--- config.mk ---
export PLATFORM = sky130hd
export DESIGN_NAME = spec_ckpt_core
export DESIGN_NICKNAME = d
export VERILOG_FILES = /design/src/rtl/ckpt_pkg.sv /design/src/rtl/ckpt_regfile.sv /design/src/rtl/ckpt_storebuf.sv /design/src/rtl/spec_ckpt_core.sv
export SDC_FILE = /design/constraint.sdc
export NUM_CORES = 2
export LEC_CHECK = 0
export BUFFER_PORTS_ARGS = -buffer_cell sky130_fd_sc_hd__buf_2
export CAP_MARGIN = 20
export CORE_MARGIN = 2
export CORE_UTILIZATION = 40
export CTS_CLUSTER_DIAMETER = 50
export DETAILED_ROUTE_END_ITERATION = 7
export SYNTH_ARGS = -nofsm -noshare
export SYNTH_HDL_FRONTEND = slang
export SYNTH_SLANG_ARGS = --single-unit
--- constraint.sdc ---
create_clock -name clk -period 15.3 [get_ports clk]
set_clock_uncertainty 0.15 [all_clocks]
set_input_delay 3.06 -clock clk [delete_from_list [all_inputs] [get_ports clk]]
set_output_delay 3.06 -clock clk [all_outputs]
set_load 0.005 [all_outputs]
--- src/rtl/ckpt_pkg.sv ---
// Package: shared types of the speculative checkpoint block.
// Assumes: nothing beyond a standard SystemVerilog compiler.
package ckpt_pkg;

    // Action the store buffer takes on one clock edge.
    typedef enum logic [1:0] {
        SB_HOLD     = 2'd0,
        SB_RELEASE  = 2'd1,
        SB_DISCARD  = 2'd2
    } sb_ctl_e;

endpackage

--- src/rtl/ckpt_regfile.sv ---
// Module: working/shadow register pair array.
// Holds NREG registers twice. Writes go to the working copy; commit copies
// working to shadow; rollback copies shadow back to working and wins over
// a write or commit in the same cycle. A partial write replaces only the
// low PART_W bits. Assumes NREG is at least 2 and PART_W < DW.
module ckpt_regfile #(
    parameter int NREG   = 16,
    parameter int DW     = 32,
    parameter int PART_W = 8,
    localparam int RW    = $clog2(NREG)
) (
    input  logic                     clk,
    input  logic                     rst_n,
    input  logic                     wr_en,
    input  logic                     wr_part,
    input  logic [RW-1:0]            wr_idx,
    input  logic [DW-1:0]            wr_data,
    input  logic [RW-1:0]            rd_idx,
    output logic [DW-1:0]            rd_data,
    input  logic                     commit,
    input  logic                     rollback,
    output logic [NREG-1:0][DW-1:0]  work_o,
    output logic [NREG-1:0][DW-1:0]  shadow_o
);

    logic [NREG-1:0][DW-1:0] work_q;
    logic [NREG-1:0][DW-1:0] shadow_q;
    logic [NREG-1:0]         wr_sel;
    logic [DW-1:0]           wr_merge;

    // Decode the write index into one select per register.
    for (genvar g = 0; g < NREG; g++) begin : g_sel
        assign wr_sel[g] = wr_en && (wr_idx == RW'(g));
    end

    // Build the value written: full word or new low byte over old upper bits.
    always_comb begin
        if (wr_part) begin
            wr_merge = {work_q[wr_idx][DW-1:PART_W], wr_data[PART_W-1:0]};
        end else begin
            wr_merge = wr_data;
        end
    end

    // Update working and shadow copies; rollback has the highest priority.
    always_ff @(posedge clk) begin
        if (!rst_n) begin
            work_q   <= '0;
            shadow_q <= '0;
        end else if (rollback) begin
            work_q <= shadow_q;
        end else begin
            if (commit) begin
                shadow_q <= work_q;
            end
            for (int r = 0; r < NREG; r++) begin
                if (wr_sel[r]) begin
                    work_q[r] <= wr_merge;
                end
            end
        end
    end

    assign rd_data  = work_q[rd_idx];
    assign work_o   = work_q;
    assign shadow_o = shadow_q;

endmodule

--- src/rtl/ckpt_storebuf.sv ---
// Module: gated store buffer with load forwarding and in-order drain.
// A ring of DEPTH entries. rel_q counts the oldest entries released by a
// commit; those drain to memory one per cycle. Rollback drops the rest.
// Loads search all held entries and take the youngest full-word match.
// Assumes DEPTH is a power of two and at least 2.
module ckpt_storebuf
    import ckpt_pkg::*;
#(
    parameter int DEPTH = 8,
    parameter int AW    = 16,
    parameter int DW    = 32,
    localparam int PW   = $clog2(DEPTH),
    localparam int CW   = $clog2(DEPTH + 1)
) (
    input  logic           clk,
    input  logic           rst_n,
    input  logic           st_valid,
    input  logic [AW-1:0]  st_addr,
    input  logic [DW-1:0]  st_data,
    output logic           st_stall,
    input  logic [AW-1:0]  ld_addr,
    input  logic [DW-1:0]  ld_mem_data,
    output logic [DW-1:0]  ld_data,
    output logic           ld_hit,
    input  logic           commit,
    input  logic           rollback,
    output logic           mem_wr_en,
    output logic [AW-1:0]  mem_wr_addr,
    output logic [DW-1:0]  mem_wr_data,
    output logic           drain_busy,
    output logic [CW-1:0]  cnt_o,
    output logic [CW-1:0]  rel_o
);

    logic [AW-1:0] addr_q [DEPTH];
    logic [DW-1:0] data_q [DEPTH];
    logic [PW-1:0] head_q, tail_q, head_n, tail_n;
    logic [CW-1:0] cnt_q, rel_q, cnt_n, rel_n;
    logic          push, pop;
    logic [PW-1:0] slot;
    sb_ctl_e       ctl;

    assign st_stall = (cnt_q == CW'(DEPTH));
    assign pop      = (rel_q != '0);
    assign push     = st_valid && !st_stall && !rollback;

    // Choose the edge action; rollback dominates commit.
    always_comb begin
        if (rollback)    ctl = SB_DISCARD;
        else if (commit) ctl = SB_RELEASE;
        else             ctl = SB_HOLD;
    end

    // Compute next pointers and counts for the chosen action.
    always_comb begin
        head_n = head_q + PW'(pop);
        case (ctl)
            SB_DISCARD: begin
                tail_n = head_q + PW'(rel_q);
                cnt_n  = rel_q - CW'(pop);
                rel_n  = rel_q - CW'(pop);
            end
            SB_RELEASE: begin
                tail_n = tail_q + PW'(push);
                cnt_n  = cnt_q + CW'(push) - CW'(pop);
                rel_n  = cnt_q - CW'(pop);
            end
            default: begin
                tail_n = tail_q + PW'(push);
                cnt_n  = cnt_q + CW'(push) - CW'(pop);
                rel_n  = rel_q - CW'(pop);
            end
        endcase
    end

    // Register pointers and counts.
    always_ff @(posedge clk) begin
        if (!rst_n) begin
            head_q <= '0;
            tail_q <= '0;
            cnt_q  <= '0;
            rel_q  <= '0;
        end else begin
            head_q <= head_n;
            tail_q <= tail_n;
            cnt_q  <= cnt_n;
            rel_q  <= rel_n;
        end
    end

    // Write an accepted store into the tail slot.
    always_ff @(posedge clk) begin
        if (push) begin
            addr_q[tail_q] <= st_addr;
            data_q[tail_q] <= st_data;
        end
    end

    // Search oldest to youngest so the youngest match overrides.
    always_comb begin
        ld_hit  = 1'b0;
        ld_data = ld_mem_data;
        slot    = head_q;
        for (int i = 0; i < DEPTH; i++) begin
            slot = head_q + PW'(i);
            if ((CW'(i) < cnt_q) && (addr_q[slot] == ld_addr)) begin
                ld_hit  = 1'b1;
                ld_data = data_q[slot];
            end
        end
    end

    assign mem_wr_en   = pop;
    assign mem_wr_addr = addr_q[head_q];
    assign mem_wr_data = data_q[head_q];
    assign drain_busy  = pop;
    assign cnt_o       = cnt_q;
    assign rel_o       = rel_q;

endmodule

--- src/rtl/spec_ckpt_core.sv ---
// Module: top of the speculative checkpoint block.
// Joins the working/shadow register array and the gated store buffer under
// shared commit and rollback strobes. Assumes the engine raises commit or
// rollback for one cycle at a block boundary.
module spec_ckpt_core #(
    parameter int NREG     = 16,
    parameter int DW       = 32,
    parameter int AW       = 16,
    parameter int SB_DEPTH = 8,
    parameter int PART_W   = 8,
    localparam int RW      = $clog2(NREG),
    localparam int CW      = $clog2(SB_DEPTH + 1)
) (
    input  logic           clk,
    input  logic           rst_n,
    input  logic [RW-1:0]  rd_idx,
    output logic [DW-1:0]  rd_data,
    input  logic           wr_en,
    input  logic           wr_part,
    input  logic [RW-1:0]  wr_idx,
    input  logic [DW-1:0]  wr_data,
    input  logic           st_valid,
    input  logic [AW-1:0]  st_addr,
    input  logic [DW-1:0]  st_data,
    output logic           st_stall,
    input  logic [AW-1:0]  ld_addr,
    input  logic [DW-1:0]  ld_mem_data,
    output logic [DW-1:0]  ld_data,
    output logic           ld_hit,
    input  logic           commit,
    input  logic           rollback,
    output logic           mem_wr_en,
    output logic [AW-1:0]  mem_wr_addr,
    output logic [DW-1:0]  mem_wr_data,
    output logic           drain_busy
);

    logic [NREG-1:0][DW-1:0] work_q;
    logic [NREG-1:0][DW-1:0] shadow_q;
    logic [CW-1:0]           sb_cnt;
    logic [CW-1:0]           sb_rel;

    ckpt_regfile #(
        .NREG   (NREG),
        .DW     (DW),
        .PART_W (PART_W)
    ) u_regs (
        .clk      (clk),
        .rst_n    (rst_n),
        .wr_en    (wr_en),
        .wr_part  (wr_part),
        .wr_idx   (wr_idx),
        .wr_data  (wr_data),
        .rd_idx   (rd_idx),
        .rd_data  (rd_data),
        .commit   (commit),
        .rollback (rollback),
        .work_o   (work_q),
        .shadow_o (shadow_q)
    );

    ckpt_storebuf #(
        .DEPTH (SB_DEPTH),
        .AW    (AW),
        .DW    (DW)
    ) u_sbuf (
        .clk         (clk),
        .rst_n       (rst_n),
        .st_valid    (st_valid),
        .st_addr     (st_addr),
        .st_data     (st_data),
        .st_stall    (st_stall),
        .ld_addr     (ld_addr),
        .ld_mem_data (ld_mem_data),
        .ld_data     (ld_data),
        .ld_hit      (ld_hit),
        .commit      (commit),
        .rollback    (rollback),
        .mem_wr_en   (mem_wr_en),
        .mem_wr_addr (mem_wr_addr),
        .mem_wr_data (mem_wr_data),
        .drain_busy  (drain_busy),
        .cnt_o       (sb_cnt),
        .rel_o       (sb_rel)
    );

endmodule

Yosys cells after proc, flatten, opt, wreduce, memory -nomap -nowiden

Memory sizes are Yosys's and may differ from the RTL's. A register that Yosys moved wholly into a read port is not among the register bits.
Index checks and enable logic that the tools add are counted.

Register bits after elaboration: 1038
Latch bits: 0
Bits in writable memories: 384
Memory bits (read-only): 0
Input bits: 143
Output and inout port bits: 116
Logic and storage cells: 183
Memories kept: 2

Add/subtract/negate cells: 14
Multipliers: 0
Divide/modulo/power cells: 0
$lt $le $gt $ge: 10
Equal/unequal tests: 26
Shifts and indexed selects: 0
Mux-type cells: 47
Bitwise gates (word level): 1
Reductions and logical operators: 47

Memories:

| memory        | words | bits a word | rd ports | clocked after Yosys merged registers in | wr ports | line                | source |
|---|---|---|---|---|---|---|---|
| u_sbuf.data_q | 8     | 32          | 8        | 1                                       | 1        | ckpt_storebuf.sv:36 | `logic [DW-1:0] data_q [DEPTH];` |
| u_sbuf.addr_q | 8     | 16          | 8        | 1                                       | 1        | ckpt_storebuf.sv:35 | `logic [AW-1:0] addr_q [DEPTH];` |

Operators by type and width:

| cell                                                                   | count |
|---|---|
| 32-bit two-way mux                                                     | 27 |
| 512-bit two-way mux                                                    | 1 |
| 32-bit binary-select mux with 4-bit select                             | 2 |
| 16-bit equality test                                                   | 8 |
| 4-bit equality test (second input constant)                            | 9 |
| 2-bit nonzero test                                                     | 16 |
| 1-bit logical AND                                                      | 26 |
| 4-bit by 3-bit equality test with 1-bit output (second input constant) | 4 |
| 3-bit by 4-bit < comparator with 1-bit output (first input constant)   | 4 |
| 3-bit adder (second input constant)                                    | 4 |
| 4-bit by 1-bit subtractor with 4-bit output                            | 3 |
| 1-bit two-way mux                                                      | 11 |
| 4-bit by 5-bit < comparator with 1-bit output (second input constant)  | 2 |
| 3-bit two-way mux                                                      | 3 |
| 4-bit by 2-bit equality test with 1-bit output (second input constant) | 2 |
| 1-bit by 4-bit < comparator with 1-bit output (first input constant)   | 2 |
| 2-bit by 4-bit < comparator with 1-bit output (first input constant)   | 2 |
| 4-bit two-way mux                                                      | 2 |
| 3-bit by 1-bit adder with 3-bit output                                 | 2 |
| 3-bit by 2-bit adder with 3-bit output (second input constant)         | 2 |
| 4-bit by 1-bit adder with 4-bit output                                 | 1 |
| 4-bit by 1-bit equality test with 1-bit output (second input constant) | 1 |
| 4-bit zero test                                                        | 1 |
| 4-bit nonzero test                                                     | 1 |
| 8 further kinds                                                        | 9 |

Depth between registers and ports, before layout

An unclocked memory read counts as a cell.

Word-level depth: 11
Depth in mapped cells: 24

Modules after synthesis

From an unflattened synthesis, not the netlist that was laid out.

Cells, all modules: 8866
Area total of the unflattened synthesis: 81958.6 sq um

By module, submodules not included:

| module        | instances | cells an instance | area each (sq um) | seq. area each (sq um) |
|---|---|---|---|---|
| ckpt_regfile  | 1         | 6165              | 51539.4           | 20499.7 |
| ckpt_storebuf | 1         | 2701              | 30419.2           | 11811.3 |

Worst setup path before layout

Ideal clock, no wire load.

Path kind: input -> output
Start point: in ld_addr[2]
End point: out ld_data[12]
Data arrival time: 5.600 ns
Setup slack: 6.490 ns
Stages on the path: 11
Cells stage by stage: clkbuf_1 > clkinv_1 > xnor2_1 > nor3_1 > o2111ai_1 > or4_1 > buf_2 > nor2_2 > clkbuf_1 > a2111oi_0 > a211oi_1

Word-level cells in the longest chain between the ends: 10
Elaborated cells on any way between the ends: 24
Classes of those cells: eq/ne: 8; mux: 8; reduce/logical: 8

RTL lines:

| item                             | line                 | source |
|---|---|---|
| start: declaration               | spec_ckpt_core.sv:26 | `input logic [AW-1:0] ld_addr,` |
| 16-bit equality test             | ckpt_storebuf.sv:106 | `if ((CW'(i) < cnt_q) && (addr_q[slot] == ld_addr)) begin` |
| 1-bit logical AND                | ckpt_storebuf.sv:106 |  |
| 32-bit two-way mux (7 in series) | ckpt_storebuf.sv:106 |  |
| 32-bit two-way mux (*)           | ckpt_storebuf.sv:106 |  |
| end: declaration                 | spec_ckpt_core.sv:28 | `output logic [DW-1:0] ld_data,` |

Mark *: on every way between the ends. The rest lies on a longest branch, timed or not.

Worst setup path in the final report

Start point: reg u_sbuf.head_q[0]
End point: out ld_data[19]

Word-level cells in the longest chain between the ends: 11
Elaborated cells on any way between the ends: 30
Classes of those cells: add/sub: 7; eq/ne: 7; mux: 7; reduce/logical: 7; memory: 2

RTL lines:

| item                                   | line                 | source |
|---|---|---|
| start: declaration                     | ckpt_storebuf.sv:37  | `logic [PW-1:0] head_q, tail_q, head_n, tail_n;` |
| start signal: assignment               | ckpt_storebuf.sv:84  | `head_q <= head_n;` |
| 3-bit by 1-bit adder with 3-bit output | ckpt_storebuf.sv:105 | `slot = head_q + PW'(i);` |
| memory read 8 x 16 bit                 | --                   |  |
| 16-bit equality test                   | ckpt_storebuf.sv:106 |  |
| 1-bit logical AND                      | ckpt_storebuf.sv:106 |  |
| 32-bit two-way mux (6 in series)       | ckpt_storebuf.sv:106 |  |
| 32-bit two-way mux (*)                 | ckpt_storebuf.sv:106 |  |

Marks and branches as above.

==> reports/metrics.cfg <==
[logic_synthesis]
yosys-top-cells-area=dfxtp_1 26%, mux4_2 19%, edfxtp_1 15%
synth_edf_count=384
synth_fp_nets=7738
netlist.area_leader.share_pct=26.4
yosys-top-cells-count=1,526 x nand2_1, 1,038 x dfxtp_1, 653 x mux4_2
yosys_warnings=0
syn_area_um2=78800
synth_area_leader_cell=dfxtp_1
async_reset_ff_share_pct=0
synth-seq-area-share_pct=41.0
synth_seq_cells=1422
syn_inst=7575
synth.distinct_cells=77
yosysMostFrequentCell=nand2_1
synthFlopType=dfxtp_1
synth_area_per_cell_um2=10.4

[drt]
wl_per_cell_um=25.7
first_iter_violations=6636
ant_nets=0
drc=0
vias_per_cell=6.16
drt-pass1-iter-count=6
drt-total-wl_um=261000
vias=62546

[timing]
grt_setup_unrepaired=false
fin_crit_ns=11.51
slew_violations=0
finalSetupTns_ns=0
fmax_mhz=86.9
slew_headroom_pct=15.6
layout_setup_ws_ns=3.79
setup_viol=0
tightestPinTransition_ns=1.27
hold_viol=0
fin_crit_sh_pct=75.2

[setup_path]
crit_arrival_ns=8.30
r2r_cells=7
worst_ep_required_time_ns=12.09
cp_slowest_stage_delay_ns=0.94
path_delay_family=simple AND/OR/NAND/NOR gates
crit_path_start=u_sbuf.head_q[0]$_SDFF_PN0_
crit_end=ld_data[19]
endpoint_kind=output port
worstReg2RegStart=u_sbuf.cnt_o[2]$_SDFF_PN0_
cp_num_cells=14
crit_slowest_cell=nor2_2
crit_buf_inv=4
criticalPathCategory=register to output port
r2r_end=u_sbuf.data_q[5][15]$_DFFE_PP_
reg2reg_slack_ns=11.66
crit_chain=inv_2 -> ha_4 -> buf_12 -> mux4_2 -> xnor2_1 -> nand4_1 -> nor3_1 -> o2111ai_1 -> or4_2 -> buf_4 -> nor2_2 -> a2111oi_0 -> a211oi_1 -> buf_2
start_kind=register
cp_max_fo=97

[clocking]
clock_latency_ns=0.82
cts_buffers=172
htree_num_levels=4
cts_tree=yes
post_cts_resized=0
numClockSinks=1422
postCtsHoldBufs=0
cts_max_path_buffers=3
clockRootBuffer=clkbuf_16
post-cts-setup-buffers=0
clk_pin_slew_ns=0.06

[floorplanning]
start_util_pct=40.4
die_x_um=448
core_um2=195000
num_io_pins=259
dieArea_um2=201000
die_y_um=448
rows=162

[finish]
layout-drive-gt1-share_pct=19.4
nNetsFinal=7533
syn_to_final_growth_pct=11.3

[run]
maxCapViolCount=0

[pwr]
comb_power_share_pct=31.2
p_int_mw=8.04
p_sw_share_pct=33.2
power_density_nw_per_um2=137
p_sw_mw=3.99
ir_drop_mv=0.189
leakagePower_nw=29.8
clockPowerShare_pct=35.1
power_frac_seq_pct=33.6
p_total_mw=12.0

[place]
place_hpwl_um=149000
io_buffers=258
gp_congestion=0.927
dp_slack_ns=4.71

[hold_path]
hp-start=u_regs.shadow_o[0]$_SDFFE_PN0P_
worstHoldPathType=register to register

[grt]
grt_first_pass_wirelength_um=386000
grt_usage_pct=25.3
grt_overflow=0
antenna_found_initial=26
grt_pass1_vias=60392
grt_max_degree=278

[run_status]
status=finished clean

state kept, by name, indices dropped and copies added (netlist names):
register	count
u_regs.work_o	512
u_regs.shadow_o	512
u_sbuf.data_q	256
u_sbuf.rel_o	4
u_sbuf.head_q	3
u_sbuf.addr_q	128
u_sbuf.cnt_o	4
u_sbuf.tail_q	3
final cells by class:
cell class | count | area (µm²)
inverters | 23 | 86.3
fillers | 18085 | 108000
clock buffers | 232 | 4880
flip-flops and latches | 1422 | 32300
well taps | 2624 | 3280
clock inverters | 85 | 1060
repair buffers | 370 | 2290
multi-input cells | 5381 | 43800
diodes | 14 | 35.0
cell usage in the layout (no fill, tap or decap), types with 35 or more instances in the layout:
cell type and n:
a22oi_1 394, buf_2 251, clkbuf_16 176, nand4_1 40, buf_4 105, dfxtp_1 1035
mux2_2 44, xor2_1 35, edfxtp_1 384, a21boi_0 531, and2_1 544, mux4_2 653
nand2_1 1514, mux2i_1 368, a2111oi_0 39, o21ai_0 546, nor2_1 100, xnor2_1 97
per-layer routing:
metal	routed length [µm]	vias up	track usage (%)	part of all wire, %
met5	103	-	0	0.039
met4	12400	16	11.9	4.8
met3	21700	662	4.67	8.3
met2	125000	2953	41.8	48
met1	102000	31473	32.0	39
li1	-	27442	-	-
worst min-delay path, cell delays in order, from the launching register on:
cell and delay [ns]:
dfxtp_1 0.31, nand2_1 0.05, a21boi_0 0.06
cells by family after synthesis:
| kind of cell | synth area share [%] |
|---|---|
| compound gates | 15.2 |
| fa+ha+maj | 0.336 |
| mux | 24.1 |
| buf+inv | 4.09 |
| xor+xnor | 1.54 |
| flops | 41.0 |
| simple gates | 13.7 |
per-stage QoR:
step / cell area, µm² / hold slack [ns] / instances / util, %
after global routing: 87700 / 0.333 / 10141 / 44.9
final: 87700 / 0.315 / 10151 / 44.9
after detailed placement: 81700 / 0.309 / 9818 / 41.8
after floorplan: 78800 / 0.294 / 7575 / -
after global placement: 81700 / 0.302 / 9817 / 41.8
after CTS: 87700 / 0.317 / 10135 / 44.9
power by group through the flow:
stage,logic [mW],clock network (mW),registers [mW]
2_1_floorplan,2.80,0,4.07
3_3_place_gp,3.67,0,4.12
3_5_place_dp,3.69,0,4.13
4_1_cts,3.72,4.30,4.05
5_1_grt,4.00,4.45,4.06
6_report,3.76,4.23,4.05
worst min path at each step:
stage                                         to  slack, ns  cells after the start
2_1_floorplan    u_regs.shadow_o[0]$_SDFFE_PN0P_       0.29                      2
3_3_place_gp    u_regs.shadow_o[43]$_SDFFE_PN0P_       0.30                      2
3_5_place_dp   u_regs.shadow_o[188]$_SDFFE_PN0P_       0.31                      2
4_1_cts        u_regs.shadow_o[188]$_SDFFE_PN0P_       0.32                      2
5_1_grt        u_regs.shadow_o[311]$_SDFFE_PN0P_       0.33                      2
6_report         u_regs.shadow_o[0]$_SDFFE_PN0P_       0.32                      2
(Power assumes the default switching activity.)
